$ cat config.mk
export PLATFORM = sky130hd
export DESIGN_NAME = irq_entry_seq
export DESIGN_NICKNAME = d
export VERILOG_FILES = /design/src/rtl/irq_seq_pkg.sv /design/src/rtl/irq_pick.sv /design/src/rtl/irq_vec_addr.sv /design/src/rtl/irq_entry_seq.sv
export SDC_FILE = /design/constraint.sdc
export NUM_CORES = 1
export LEC_CHECK = 0
export BUFFER_PORTS_ARGS = -buffer_cell sky130_fd_sc_hd__buf_2
export CORE_ASPECT_RATIO = 1.4
export CORE_MARGIN = 5
export CORE_UTILIZATION = 25
export DETAILED_ROUTE_END_ITERATION = 12
export SLEW_MARGIN = 20
export SYNTH_ARGS = -nofsm -noshare
export SYNTH_HDL_FRONTEND = slang
export SYNTH_SLANG_ARGS = --single-unit
$ cat constraint.sdc
create_clock -name clk -period 3.7 [get_ports clk]
set_input_delay 0.74 -clock clk [delete_from_list [all_inputs] [get_ports clk]]
set_output_delay 0.74 -clock clk [all_outputs]
set_load 0.005 [all_outputs]
$ cat src/rtl/irq_seq_pkg.sv
package irq_seq_pkg;
   typedef enum logic [2:0] {
      ST_IDLE = 3'd0,
      ST_PUSH = 3'd1,
      ST_RDH  = 3'd2,
      ST_RDL  = 3'd3,
      ST_LOAD = 3'd4
   } seq_st_t;

   localparam int unsigned PUSH_BYTES = 5;
endpackage

$ cat src/rtl/irq_pick.sv
module irq_pick #(
   parameter int unsigned NSRC = 8,
   localparam int unsigned IW = $clog2(NSRC)
) (
   input  logic [NSRC-1:0] pend,
   output logic            any,
   output logic [IW-1:0]   idx
);
   generate
      if (NSRC < 2) begin : g_bad
         $error("irq_pick: NSRC must be at least 2");
      end
   endgenerate

   always_comb begin
      idx = '0;
      for (int i = 0; i < NSRC; i++) begin
         if (pend[i]) idx = IW'(i);
      end
   end

   assign any = |pend;
endmodule

$ cat src/rtl/irq_vec_addr.sv
module irq_vec_addr #(
   parameter int unsigned    NSRC    = 8,
   parameter int unsigned    AW      = 16,
   parameter logic [AW-1:0]  VEC_TOP = 16'hFFFE,
   localparam int unsigned   IW      = $clog2(NSRC)
) (
   input  logic [IW-1:0] idx,
   input  logic          lo_sel,
   output logic [AW-1:0] addr
);
   generate
      if (AW < IW + 2) begin : g_bad_aw
         $error("irq_vec_addr: AW too narrow for the vector table");
      end
      if (int'(VEC_TOP) < 2 * (int'(NSRC) - 1)) begin : g_bad_top
         $error("irq_vec_addr: VEC_TOP below lowest slot");
      end
   endgenerate

   logic [AW-1:0] slot_off;
   assign slot_off = AW'(idx) << 1;
   assign addr     = VEC_TOP - slot_off + AW'(lo_sel);
endmodule

$ cat src/rtl/irq_entry_seq.sv
module irq_entry_seq
   import irq_seq_pkg::*;
#(
   parameter int unsigned   NSRC    = 8,
   parameter int unsigned   DW      = 8,
   parameter int unsigned   AW      = 16,
   parameter logic [AW-1:0] VEC_TOP = 16'hFFFE,
   localparam int unsigned  IW      = $clog2(NSRC),
   localparam int unsigned  PW      = 2 * DW
) (
   input  logic            clk,
   input  logic            rst_n,
   input  logic [NSRC-1:0] irq_flag,
   input  logic [NSRC-1:0] irq_en,
   input  logic            gmask_in,
   input  logic            instr_done,
   input  logic [PW-1:0]   pc_in,
   input  logic [DW-1:0]   x_in,
   input  logic [DW-1:0]   a_in,
   input  logic [DW-1:0]   ccr_in,
   input  logic [AW-1:0]   sp_in,
   input  logic [DW-1:0]   mem_rdata,
   output logic [AW-1:0]   mem_addr,
   output logic [DW-1:0]   mem_wdata,
   output logic            mem_we,
   output logic            mem_re,
   output logic            gmask_out,
   output logic [PW-1:0]   pc_out,
   output logic            pc_load,
   output logic [AW-1:0]   sp_out,
   output logic            busy
);
   generate
      if (DW < 1) begin : g_bad_dw
         $error("irq_entry_seq: DW must be positive");
      end
   endgenerate

   localparam logic [2:0] LAST_PUSH = 3'(PUSH_BYTES - 1);

   seq_st_t       st;
   logic [2:0]    cnt;
   logic [AW-1:0] sp_reg;
   logic [PW-1:0] ctx_pc;
   logic [DW-1:0] ctx_x, ctx_a, ctx_ccr;
   logic [IW-1:0] win_idx;
   logic [DW-1:0] hi_reg;
   logic          mask_set;

   logic [NSRC-1:0] pend;
   logic            pend_any;
   logic [IW-1:0]   pend_idx;
   logic            entry;
   logic [AW-1:0]   vaddr;

   assign pend = irq_flag & irq_en;

   irq_pick #(.NSRC(NSRC)) u_pick (
      .pend (pend),
      .any  (pend_any),
      .idx  (pend_idx)
   );

   irq_vec_addr #(.NSRC(NSRC), .AW(AW), .VEC_TOP(VEC_TOP)) u_vec (
      .idx    (win_idx),
      .lo_sel (st == ST_RDL),
      .addr   (vaddr)
   );

   assign entry = (st == ST_IDLE) && instr_done && !gmask_in && pend_any;

   always_ff @(posedge clk or negedge rst_n) begin
      if (!rst_n) begin
         st       <= ST_IDLE;
         cnt      <= '0;
         sp_reg   <= '0;
         ctx_pc   <= '0;
         ctx_x    <= '0;
         ctx_a    <= '0;
         ctx_ccr  <= '0;
         win_idx  <= '0;
         hi_reg   <= '0;
         mask_set <= 1'b0;
      end else begin
         unique case (st)
            ST_IDLE: begin
               if (entry) begin
                  st      <= ST_PUSH;
                  cnt     <= '0;
                  sp_reg  <= sp_in;
                  ctx_pc  <= pc_in;
                  ctx_x   <= x_in;
                  ctx_a   <= a_in;
                  ctx_ccr <= ccr_in;
                  win_idx <= pend_idx;
               end
            end
            ST_PUSH: begin
               sp_reg <= sp_reg - AW'(1);
               cnt    <= cnt + 3'd1;
               if (cnt == LAST_PUSH) begin
                  st       <= ST_RDH;
                  mask_set <= 1'b1;
                  if (pend_any) win_idx <= pend_idx;
               end
            end
            ST_RDH: st <= ST_RDL;
            ST_RDL: begin
               hi_reg <= mem_rdata;
               st     <= ST_LOAD;
            end
            ST_LOAD: begin
               st       <= ST_IDLE;
               mask_set <= 1'b0;
            end
            default: st <= ST_IDLE;
         endcase
      end
   end

   always_comb begin
      unique case (cnt)
         3'd0:    mem_wdata = ctx_pc[DW-1:0];
         3'd1:    mem_wdata = ctx_pc[PW-1:DW];
         3'd2:    mem_wdata = ctx_x;
         3'd3:    mem_wdata = ctx_a;
         default: mem_wdata = ctx_ccr;
      endcase
   end

   always_comb begin
      mem_addr = '0;
      if (st == ST_PUSH)                    mem_addr = sp_reg;
      else if (st == ST_RDH || st == ST_RDL) mem_addr = vaddr;
   end

   assign mem_we    = (st == ST_PUSH);
   assign mem_re    = (st == ST_RDH) || (st == ST_RDL);
   assign pc_load   = (st == ST_LOAD);
   assign busy      = (st != ST_IDLE);
   assign gmask_out = gmask_in | mask_set;
   assign pc_out    = {hi_reg, mem_rdata};
   assign sp_out    = sp_reg;
endmodule

==> impl_metrics.ini, run 1 <==
[cts]
clock_slew_seen_by_the_registers_of_the_worst_setup_and_hold_paths_ns = 0.06
clock-root-buffer = sky130_fd_sc_hd__clkbuf_16
cts_tree = done
tritoncts.num_buffers = 9
cts_setup_buffers = 0
postCtsResizedCells = 0
total_number_of_clock_tree_sinks = 74
cts.htree.levels = 3
clock_tree.buffer_depth = 2
cts.hold.buffers_added = 0
clkLatencyLatePin_ns = 0.32

[die]
boundaryPins = 145
effective_utilization_at_floorplan_pct = 25.2
floorplan.core_area_um2 = 14900
die_width_um = 113
die_height_um = 155
design.die.area_um2 = 17600
placement_rows = 53

[layout]
antennaDiodeCount = 0
net_total_in_the_final_layout = 645
final_core_utilization_pct = 33.1
area_delta_synth_final_pct = 31.2
multi_input_area_um2 = 1710
fraction_of_final_layout_cells_with_drive_strength_greater_than_1_pct = 33.6
final.fill_count = 1612
seq_area_um2 = 1850

[detailed_routing]
drc = 0
final_antenna_net_count = 0
vias_per_cell = 4.60
detailroute.via_count = 3460
drtPass1Iterations = 4
route.detailed.wl_per_inst_um = 15.3
initialDrtViolationCount = 168
wl_um = 11500

[critical_path]
worst-endpoint-required_ns = 2.96
critical_path_peak_fanout = 17
criticalPathCategory = reg -> out
start_kind = flop
worstSetupEndpointType = output pin
timing.critical_path.arrival_ns = 2.28

[sta]
post-route-worst-setup-slack_ns = 0.679
setup_viol = 0
timing.final.crit_period_ns = 3.02
worst-slew-pin-transition_ns = 0.705
hold_viol_final = 0
timing_max_transition_violations_final = 0
holdWs_ns = 0.427
clock.fmax_ghz = 0.331
clock-skew-final_ns = 0.00660
timing.final.crit_share_pct = 81.6
unrepaired_setup_endpoints_after_global_routing = no
fin_tns_setup_ns = 0
slew_headroom_pct = 53.0

[global_routing]
globalRouteMet1Util_pct = 15.6
global_route_wire_length_before_repair_um = 18300
global_route.usage.met3_pct = 2.82
grt.met2_usage_pct = 23.6
total_grt_usage_pct = 13.3
antenna_found_initial = 1
first_global_vias = 3514
pin_count_of_the_biggest_net_entering_global_routing = 75
globalRoute.totalOverflow = 0
gr-max-usage-layer = met2

[power]
vdd.ir_drop.worst_mv = 0.379
power-per-cell-area_nw_per_um2 = 863
post-layout-total-power_mw = 4.24
static-leakage-power_nw = 2.53

[hold_path]
hp-class = in -> async

[logic_synthesis]
postSynthRegisterBits = 74
netlist-cell-type-count = 50
synth_nets = 513
primary_ff_master_synth = sky130_fd_sc_hd__dfrtp_1
synthesis.area_um2 = 3740
post_synth.cell_area_avg_um2 = 8.85
synth_edf_count = 0
synthesis.instances = 423
synth-async-reset-ratio_pct = 100
yosys_warnings = 0
synth_seq_area_share_pct = 49.4

[flow_run]
cap_violations = 0

[placed_design]
worst_setup_slack_after_placement_ns = 1.02
hpwl_um = 8370
port_buffers = 144
globalplace.congestion = 0.800

[outcome]
outcome = finished, final reports clean
Yosys cell counts, types with 2 or more instances:
library cell,number,area share [%]
sky130_fd_sc_hd__o22ai_1,4,0.67
sky130_fd_sc_hd__a311oi_1,3,0.70
sky130_fd_sc_hd__a22oi_1,20,4.0
sky130_fd_sc_hd__nand3_1,12,1.6
sky130_fd_sc_hd__ha_1,6,2.0
sky130_fd_sc_hd__nand2_1,160,16
sky130_fd_sc_hd__mux2_2,11,3.3
sky130_fd_sc_hd__nor3b_1,2,0.40
sky130_fd_sc_hd__a21oi_1,9,1.2
sky130_fd_sc_hd__o31ai_1,3,0.60
sky130_fd_sc_hd__nand2b_1,3,0.50
sky130_fd_sc_hd__clkbuf_1,13,1.3
sky130_fd_sc_hd__a211oi_1,4,0.80
sky130_fd_sc_hd__buf_2,3,0.40
sky130_fd_sc_hd__nor2_1,17,1.7
sky130_fd_sc_hd__inv_1,10,1.0
sky130_fd_sc_hd__or2_2,2,0.33
sky130_fd_sc_hd__nor3_1,4,0.53
sky130_fd_sc_hd__a22o_1,3,0.70
sky130_fd_sc_hd__mux2i_1,2,0.53
sky130_fd_sc_hd__nor4_1,4,0.67
sky130_fd_sc_hd__dfrtp_1,74,49
sky130_fd_sc_hd__o21a_1,8,1.6
sky130_fd_sc_hd__nor2b_1,2,0.33
sky130_fd_sc_hd__a311oi_2,2,0.80
sky130_fd_sc_hd__o21ai_0,9,1.2
sky130_fd_sc_hd__o221a_2,2,0.60
sky130_fd_sc_hd__buf_4,9,1.8
cell type report:
cell class / instances / share of cell area (%)
inverter: 11 / 0.840
tap: 192 / 4.89
sequential: 74 / 37.7
multi-input combinational: 311 / 34.8
clock inverter: 4 / 0.993
clock buffer: 12 / 5.42
timing repair buffer: 148 / 15.4
path summary, 6_finish.rpt:
| path | depth (start not counted) | endpoint | slack [ns] | startpoint |
|---|---|---|---|---|
| min in group clk | 2 | ctx_pc[8]$_DFFE_PN0P_ | 0.48 | ctx_pc[8]$_DFFE_PN0P_ |
| worst min-delay path | 1 | ctx_x[4]$_DFFE_PN0P_ | 0.43 | rst_n |
| max in group asynchronous | 1 | hi_reg[2]$_DFFE_PN0P_ | 2.78 | rst_n |
| worst min register to register | 2 | ctx_pc[8]$_DFFE_PN0P_ | 0.48 | ctx_pc[8]$_DFFE_PN0P_ |
| worst max-delay path | 6 | mem_wdata[5] | 0.68 | cnt[2]$_DFFE_PN0P_ |
| worst max register to register | 6 | st[0]$_DFFE_PN0P_ | 1.30 | st[1]$_DFFE_PN0P_ |
report_power, final:
| part | leakage (nW) | switching (mW) | internal (mW) |
|---|---|---|---|
| sequential | 0.888 | 0.301 | 1.19 |
| clock | 0.159 | 0.336 | 0.576 |
| combinational | 1.48 | 1.00 | 0.835 |
stage by stage:
step,cell area [um2],std cells
floorplan,3740,423
global placement,4590,736
detailed placement,4590,736
CTS,4910,752
global route,4910,752
finish,4910,752
cells in the final DEF, fill, tap and decap left out, types with 3 or more instances in the layout:
master | Yosys | routed
sky130_fd_sc_hd__nand2b_1 | 3 | 3
sky130_fd_sc_hd__buf_2 | 3 | 143
sky130_fd_sc_hd__dfrtp_1 | 74 | 74
sky130_fd_sc_hd__a22oi_1 | 20 | 20
sky130_fd_sc_hd__nor3_1 | 4 | 4
sky130_fd_sc_hd__o21ai_0 | 9 | 9
sky130_fd_sc_hd__a21oi_1 | 9 | 9
sky130_fd_sc_hd__o21a_1 | 8 | 8
sky130_fd_sc_hd__clkbuf_8 | 0 | 3
sky130_fd_sc_hd__a211oi_1 | 4 | 4
sky130_fd_sc_hd__nor4_1 | 4 | 4
sky130_fd_sc_hd__inv_1 | 10 | 10
sky130_fd_sc_hd__nand2_1 | 160 | 159
sky130_fd_sc_hd__buf_4 | 9 | 4
sky130_fd_sc_hd__ha_1 | 6 | 6
sky130_fd_sc_hd__o22ai_1 | 4 | 4
sky130_fd_sc_hd__a311oi_1 | 3 | 3
sky130_fd_sc_hd__a22o_1 | 3 | 3
sky130_fd_sc_hd__mux2_2 | 11 | 11
sky130_fd_sc_hd__clkbuf_16 | 0 | 9
sky130_fd_sc_hd__nand3_1 | 12 | 12
sky130_fd_sc_hd__o31ai_1 | 3 | 3
sky130_fd_sc_hd__nor2_1 | 17 | 17
layer usage:
layer / vias to the layer above / part of all wire (%)
met5: - / 0
met3: 14 / 5.9
li1: 1702 / -
met1: 1627 / 40
met2: 117 / 52
met4: 0 / 2.0
cells by family after synthesis:
kind of cell	Yosys count	share of synthesized area, %
multiplexers	13	3.84
AND/OR/NAND/NOR	212	23.6
adder cells (fa/ha/maj)	6	2.00
flip-flops	74	49.4
AO/OA/AOI/OAI	80	16.1
buffers and inverters	38	5.01
worst max-delay path, stage by stage, from the launching register on:
cell and delay, ns:
sky130_fd_sc_hd__dfrtp_1 0.41, sky130_fd_sc_hd__clkinv_1 0.44, sky130_fd_sc_hd__ha_1 0.54, sky130_fd_sc_hd__a22oi_1 0.22
sky130_fd_sc_hd__nand3_1 0.10, sky130_fd_sc_hd__o21a_1 0.12, sky130_fd_sc_hd__buf_2 0.12
(Power assumes the default switching activity.)
==> inputs of run 2 (changes only) <==
- clock period: 3.7 -> 3.1 ns (I/O delays scaled with it)
==> impl_metrics.ini, run 2 (same netlist as run 1, synthesis figures left out) <==
[global_routing]
total_grt_usage_pct = 13.1
pin_count_of_the_biggest_net_entering_global_routing = 75
globalRoute.totalOverflow = 0
antenna_found_initial = 0
global_route_wire_length_before_repair_um = 18100
first_global_vias = 3492

[detailed_routing]
route.detailed.wl_per_inst_um = 15.0
vias_per_cell = 4.49
initialDrtViolationCount = 128
drc = 0
drtPass1Iterations = 4
final_antenna_net_count = 0
wl_um = 11300
detailroute.via_count = 3388

[critical_path]
reg2reg_slack_ns = 0.70
critical_path_peak_fanout = 17
worstReg2RegEnd = ctx_a[6]$_DFFE_PN0P_
start_kind = flop
worstSetupEndpointType = output pin
reg2reg_from = st[1]$_DFFE_PN0P_
crit_path_cell_trace = clkinv_1, buf_4, ha_1, a22oi_1, nand3_1, o21a_1, buf_2
timing.critical_path.arrival_ns = 2.00
crit_path_top_delay_cell = sky130_fd_sc_hd__dfrtp_1
criticalPathCategory = reg -> out
worst-endpoint-required_ns = 2.48
worst-r2r-cell-count = 6
cpPeakStageDelay_ns = 0.41

[power]
static-leakage-power_nw = 2.52
vdd.ir_drop.worst_mv = 0.367
power-per-cell-area_nw_per_um2 = 1020

[sta]
timing_max_transition_violations_final = 0
slew_headroom_pct = 53.4
worst-slew-pin-transition_ns = 0.699
timing.final.crit_period_ns = 2.62
fin_tns_setup_ns = 0
clock-skew-final_ns = 0.00395
hold_viol_final = 0
timing.final.crit_share_pct = 84.4
clock.fmax_ghz = 0.382
setup_viol = 0
unrepaired_setup_endpoints_after_global_routing = no

[cts]
cts_setup_buffers = 0
cts.hold.buffers_added = 0
clock-root-buffer = sky130_fd_sc_hd__clkbuf_16
postCtsResizedCells = 0
clkLatencyLatePin_ns = 0.34
cts.htree.levels = 3
tritoncts.num_buffers = 9
clock_tree.buffer_depth = 2
total_number_of_clock_tree_sinks = 74
cts_tree = done
clock_slew_seen_by_the_registers_of_the_worst_setup_and_hold_paths_ns = 0.06

[outcome]
outcome = finished, final reports clean

[placed_design]
port_buffers = 144
place_area_um2 = 4610
hpwl_um = 8350
globalplace.congestion = 0.765

[die]
die_width_um = 113
design.die.area_um2 = 17600
effective_utilization_at_floorplan_pct = 25.2
placement_rows = 53
boundaryPins = 145
floorplan.core_area_um2 = 14900
die_height_um = 155

[hold_path]
hp-class = in -> async

[layout]
final_core_utilization_pct = 33.0
fraction_of_final_layout_cells_with_drive_strength_greater_than_1_pct = 33.5
net_total_in_the_final_layout = 647
area_delta_synth_final_pct = 30.8
final_cell_mix = sky130_fd_sc_hd__nand2_1 (159), sky130_fd_sc_hd__buf_2 (143), sky130_fd_sc_hd__dfrtp_1 (74)
postLayoutCellArea_um2 = 4900
final_common_cell = sky130_fd_sc_hd__nand2_1
antennaDiodeCount = 0

[flow_run]
cap_violations = 0
==> run 2: cell count changes in the layout (fill, tap and decap cells not counted) <==
cell,change
sky130_fd_sc_hd__buf_4,+2
sky130_fd_sc_hd__clkinv_4,-1
sky130_fd_sc_hd__bufinv_16,-1
sky130_fd_sc_hd__clkbuf_1,+2
==> run 2: metal layers <==
metal	GRT usage, %	part of all wire [%]
met4	5.96	1.8
met5	0	0
met3	2.86	5.7
met1	15.4	41
met2	22.4	52
==> run 2: worst max-delay path by stage <==
| stage | to | cells past startpoint | startpoint |
|---|---|---|---|
| global placement | ctx_a[6]$_DFFE_PN0P_ | 6 | st[2]$_DFFE_PN0P_ |
| detailed placement | ctx_a[6]$_DFFE_PN0P_ | 6 | st[2]$_DFFE_PN0P_ |
| CTS | mem_wdata[5] | 7 | cnt[2]$_DFFE_PN0P_ |
| floorplan | mem_addr[10] | 7 | st[2]$_DFFE_PN0P_ |
| finish | mem_wdata[5] | 7 | cnt[2]$_DFFE_PN0P_ |
| global route | mem_wdata[5] | 7 | cnt[2]$_DFFE_PN0P_ |
==> run 2: area by class of cell <==
| class | count | area [um2] |
|---|---|---|
| clock buffers | 14 | 274 |
| clock inverters | 2 | 10.0 |
| fillers | 1630 | 9960 |
| inverters | 11 | 41.3 |
| multi-input cells | 311 | 1710 |
| flip-flops and latches | 74 | 1850 |
| well taps | 192 | 240 |
| repair buffers | 150 | 772 |
==> run 2: worst max-delay path: cells and delay by family, from the launching register on <==
| kind | cells | cell delay (ns) |
|---|---|---|
| AO/OA/AOI/OAI | 2 | 0.37 |
| adder cells (fa/ha/maj) | 1 | 0.34 |
| flip-flops | 1 | 0.41 |
| buffers and inverters | 3 | 0.40 |
| AND/OR/NAND/NOR | 1 | 0.15 |
==> run 2: per-stage QoR <==
stage	power [mW]	std cells	worst slack, ns	hold WS, ns
6_report	4.97	754	0.485	0.315
5_1_grt	5.43	754	0.321	0.380
4_1_cts	5.07	754	0.418	0.461
3_5_place_dp	4.04	738	0.668	0.463
3_3_place_gp	4.00	738	0.682	0.458
2_1_floorplan	3.07	423	0.947	0.324
==> run 2: power by group <==
part           switching [mW]  internal, mW
Clock                   0.389         0.605
Combinational            1.19          1.01
Sequential              0.361          1.42
